**config.mk**
```make
export PLATFORM = sky130hd
export DESIGN_NAME = bimode_predictor
export DESIGN_NICKNAME = d
export VERILOG_FILES = /design/src/rtl/bimode_predictor.sv
export SDC_FILE = /design/constraint.sdc
export NUM_CORES = 1
export LEC_CHECK = 0
export BUFFER_PORTS_ARGS = -buffer_cell sky130_fd_sc_hd__buf_2
export CAP_MARGIN = 10
export CORE_ASPECT_RATIO = 0.8
export CORE_MARGIN = 2
export CORE_UTILIZATION = 69
export CTS_CLUSTER_DIAMETER = 40
export CTS_CLUSTER_SIZE = 8
export DETAILED_ROUTE_END_ITERATION = 10
export PLACE_DENSITY = 0.86
export REMOVE_ABC_BUFFERS = 1
export SYNTH_ARGS = -nofsm -noshare
export SYNTH_HDL_FRONTEND = slang
export SYNTH_SLANG_ARGS = --single-unit
```
**constraint.sdc**
```tcl
create_clock -name clk -period 9.1 [get_ports clk]
set_clock_uncertainty 0.15 [all_clocks]
set_input_delay 0.455 -clock clk [delete_from_list [all_inputs] [get_ports clk]]
set_output_delay 0.455 -clock clk [all_outputs]
set_load 0.01 [all_outputs]
```
**src/rtl/bimode_predictor.sv**
```systemverilog
module bimode_predictor #(
  parameter int IDX_W  = 6,
  parameter int HIST_W = 6,
  parameter int CNT_W  = 2
) (
  input  logic             clk,
  input  logic             rst_n,
  input  logic [IDX_W-1:0] pred_pc,
  output logic             pred_taken,
  output logic             pred_bank,
  output logic [IDX_W-1:0] pred_idx,
  input  logic             upd_valid,
  input  logic [IDX_W-1:0] upd_pc,
  input  logic             upd_taken,
  input  logic [IDX_W-1:0] upd_idx,
  input  logic             upd_bank
);

  localparam int DEPTH = 1 << IDX_W;
  localparam int MSB = CNT_W - 1;
  localparam logic [CNT_W-1:0] CMAX = '1;
  localparam logic [CNT_W-1:0] CMIN = '0;
  localparam logic [CNT_W-1:0] WEAK_T = CNT_W'(1) << MSB;
  localparam logic [CNT_W-1:0] WEAK_NT = WEAK_T - CNT_W'(1);

  logic [CNT_W-1:0]  nt_tbl [DEPTH];
  logic [CNT_W-1:0]  t_tbl  [DEPTH];
  logic [CNT_W-1:0]  ch_tbl [DEPTH];
  logic [HIST_W-1:0] hist;

  function automatic logic [CNT_W-1:0] sat_step(input logic [CNT_W-1:0] c, input logic up);
    if (up) return (c == CMAX) ? c : c + CNT_W'(1);
    return (c == CMIN) ? c : c - CNT_W'(1);
  endfunction

  assign pred_idx   = pred_pc ^ IDX_W'(hist);
  assign pred_bank  = ch_tbl[pred_pc][MSB];
  assign pred_taken = pred_bank ? t_tbl[pred_idx][MSB] : nt_tbl[pred_idx][MSB];

  logic [CNT_W-1:0] sel_old;
  logic             ch_hold;

  assign sel_old = upd_bank ? t_tbl[upd_idx] : nt_tbl[upd_idx];
  assign ch_hold = (upd_bank != upd_taken) && (sel_old[MSB] == upd_taken);

  always_ff @(posedge clk or negedge rst_n) begin
    if (!rst_n) begin
      for (int i = 0; i < DEPTH; i++) begin
        nt_tbl[i] <= WEAK_NT;
        t_tbl[i]  <= WEAK_T;
        ch_tbl[i] <= WEAK_T;
      end
      hist <= '0;
    end else if (upd_valid) begin
      if (upd_bank) t_tbl[upd_idx] <= sat_step(sel_old, upd_taken);
      else          nt_tbl[upd_idx] <= sat_step(sel_old, upd_taken);
      if (!ch_hold) ch_tbl[upd_pc] <= sat_step(ch_tbl[upd_pc], upd_taken);
      hist <= {hist[HIST_W-2:0], upd_taken};
    end
  end

  assert_hist_shift_R6: assert property (@(posedge clk) disable iff (!rst_n)
    upd_valid |=> hist == {$past(hist[HIST_W-2:0]), $past(upd_taken)});

  assert_no_wrap_high_R5: assert property (@(posedge clk) disable iff (!rst_n)
    (upd_valid && upd_taken && sel_old == CMAX) |=>
      (($past(upd_bank) ? t_tbl[$past(upd_idx)] : nt_tbl[$past(upd_idx)]) == CMAX));

  assert_no_wrap_low_R5: assert property (@(posedge clk) disable iff (!rst_n)
    (upd_valid && !upd_taken && sel_old == CMIN) |=>
      (($past(upd_bank) ? t_tbl[$past(upd_idx)] : nt_tbl[$past(upd_idx)]) == CMIN));

  assert_other_bank_kept_R7: assert property (@(posedge clk) disable iff (!rst_n)
    upd_valid |=> ($past(upd_bank) ? (nt_tbl[$past(upd_idx)] == $past(nt_tbl[upd_idx]))
                                   : (t_tbl[$past(upd_idx)] == $past(t_tbl[upd_idx]))));

  assert_choice_hold_R8: assert property (@(posedge clk) disable iff (!rst_n)
    (upd_valid && upd_bank != upd_taken &&
     (upd_bank ? t_tbl[upd_idx][MSB] : nt_tbl[upd_idx][MSB]) == upd_taken) |=>
      ch_tbl[$past(upd_pc)] == $past(ch_tbl[upd_pc]));

endmodule

```
==> impl_metrics.toml <==
[outcome]
status = "completed"

[timing]
finalMaxSlewViolations = 0
fin_ws_ps = 4170
tns_ps = 0
max_slew_margin_pct = 9.91
max_freq_ghz = 0.203
tightest_slew_ps = 1350
hold_violations = 0
setup_viol = 0
rsz0062_at_grt = "false"
min_period_ps = 4930
post-route-period-util_pct = 54.2

[finish]
layout_commonest_cell = "nand2_1"
n_fill_cell = 1824
mostFrequentLayoutCells = "nand2_1 (427), o21ai_0 (254), dfrtp_1 (198)"
seqCellArea_um2 = 10000
area_growth_syn_to_layout_pct = 9.01
multi_input_area_um2 = 10400
layout.nets = 1912
drive_gt1_share_pct = 31.8

[routing]
highest_layer = "met4"
ant_nets = 0
routed-wl-met2_mm = 26.7
drc = 0
viasPerCell = 7.18
vias = 16800
post_drt_wl_per_cell_um = 26.3
drt_iter0_drc = 3092
drt-met1-wl_mm = 22.9
first_pass_iters = 9
routed_wirelength_mm = 61.8
wl_met3_mm = 8.99

[clocking]
cts_buffers = 56
clk_latency_ps = 580
clock-root-buffer = "clkbuf_16"
htree_levels = 2
clock-sinks = 390
postCtsSetupBuffers = 0
ctsResizeCount = 0
ctsLongestPathBuffers = 3
clk_pin_slew_ps = 50
cts_tree = "yes"

[placed_design]
routabilityCongestion = 1.01
hpwl_mm = 37.2
pre_cts_ws_ps = 3840
io_buffers = 30

[critical_path]
crit_fanout = 62
worst_path_dominant_cell_family = "buffers and inverters"
cp_common_cell = "buf_4"
cpPeakStageDelay_ps = 650
crit_arrival_ps = 5270
cp-end-kind = "register"
startpoint = "upd_idx[2]"
cp.required_ps = 9440
startpoint_type = "input port"
crit_chain = "buf_4 -> buf_4 -> inv_2 -> a221oi_1 -> o21ai_0 -> a211oi_2 -> o21ai_1 -> a311oi_4 -> buf_4 -> buf_4 -> nand3_2 -> mux2_1"
path_buf_inv = 5
slowest_stage = "buf_4"
critPathKind = "input port to register"
r2r_start = "t_tbl[55]"

[logic_synthesis]
yosys_warnings = 0
synth-seq-cells = 390
synth.area.top_cells = "dfstp_2 (24%), dfrtp_1 (24%), mux4_2 (9.6%)"
yosysTopAreaCell = "dfstp_2"
synth_edf_count = 0
netlist_instances = 1908
yosysTopAreaCellShare_pct = 24.0
synth-main-ff-cell = "dfrtp_1"
seq_area_frac_synth_pct = 47.5
syn_area_per_cell_um2 = 11.0
syn_area_um2 = 21100
synth_cell_types = 90
async_flop_share_pct = 100

[pwr]
switchingPower_mw = 1.32
leakage_nw = 9.33
power_density_nw_per_um2 = 207
comb_power_share_pct = 14.7
vdd_drop_max_mv = 0.146
clkPwrFrac_pct = 41.7
swShare_pct = 27.8
p_int_mw = 3.43
pwr-share-seq_pct = 43.7

[grt]
grt_pass1_vias = 17000
grt_use_total_pct = 39.7
grt_max_degree = 173
grt_overflow_total = 0
antenna_found_initial = 1
grt_pass1_wl_mm = 96.7

[floorplan]
ios = 31
start_util_pct = 69.7
die_y_um = 160
dieArea_um2 = 31900
die_w_um = 199
placementRows = 57
core_um2 = 30200

[hold_path]
min_path_type = "input port to register"
hold_path_startpoint = "upd_taken"

[flow_run]
cap_violations = 0
-- final timing paths --
path	end	slack, ps	cells after the start
worst min-delay path	hist[0]	160	2
min in group asynchronous	ch_tbl[28]	500	2
max in group asynchronous	t_tbl[26]	6720	3
worst max register to register	nt_tbl[58]	5100	9
worst min register to register	nt_tbl[54]	330	2
worst max-delay path	ch_tbl[49]	4170	12
-- sequential cells by signal, summed over array words and instances, names as in the netlist --
register / count
ch_tbl: 128
hist: 6
nt_tbl: 128
t_tbl: 128
-- power by group through the flow --
stage,Combinational [mW],Sequential [mW],Clock (mW)
after global placement,0.639,2.07,0
after CTS,0.675,2.06,1.97
after global routing,0.736,2.08,2.05
after floorplan,0.412,2.03,0
final,0.697,2.07,1.98
after detailed placement,0.664,2.08,0
-- cell usage after synthesis (all sizes together), types with 4 or more instances --
library cell  instances
nor2b                11
a221oi               17
mux2i                54
or2                   5
and2                  5
a22oi                17
dfrtp               198
a211oi               13
nor2                 66
nand2b               10
inv                  10
a31oi                12
o22ai                20
mux2                154
clkbuf               70
and3b                 4
buf                  64
mux4                 95
dfstp               192
a21oi                22
nand3                39
maj3                  4
a221o                 4
nand3b               37
and3                  7
a22o                  6
nand2               427
nor3                  5
nor3b                 7
o21ai               271
xor2                  5
-- logic make-up after synthesis --
group           after synthesis  share of synthesized area (%)
mux                         303                           21.3
fa+ha+maj                     4                          0.202
compound gates              425                           12.2
xor+xnor                      6                          0.249
flops                       390                           47.5
buf+inv                     145                           3.68
simple gates                635                           14.8
-- area by class of cell --
cell class                      instances  share of cell area, %
Antenna cell                            1                 0.0109
Clock buffer                           98                   7.06
Sequential cell                       390                   43.6
Timing Repair Buffer                   57                   1.68
Inverter                               11                  0.180
Clock inverter                          2                  0.153
Multi-Input combinational cell       1373                   45.1
Tap cell                              413                   2.25
-- through the flow --
stage | util, % | hold slack [ps] | instances | cell area (um^2) | total power, mW
2_1_floorplan | - | 9.41 | 1774 | 20300 | 2.44
3_5_place_dp | 70.4 | 321 | 2243 | 21300 | 2.74
3_3_place_gp | 70.4 | 305 | 2243 | 21300 | 2.71
6_report | 75.9 | 155 | 2345 | 23000 | 4.74
4_1_cts | 75.9 | 135 | 2344 | 23000 | 4.70
5_1_grt | 75.9 | 149 | 2345 | 23000 | 4.86
-- metal layers --
metal | vias to the layer above | GRT usage, %
li1 | 6908 | -
met1 | 8197 | 55.8
met2 | 1410 | 56.2
met3 | 320 | 13.5
met4 | 0 | 18.1
met5 | - | 0
-- what timing repair did --
item	in CTS	in global routing
endpoints found under the hold margin	69	0
setup endpoints to repair	0	0
hold buffers	1	0
No activity file was read; power rests on OpenSTA's default activity.
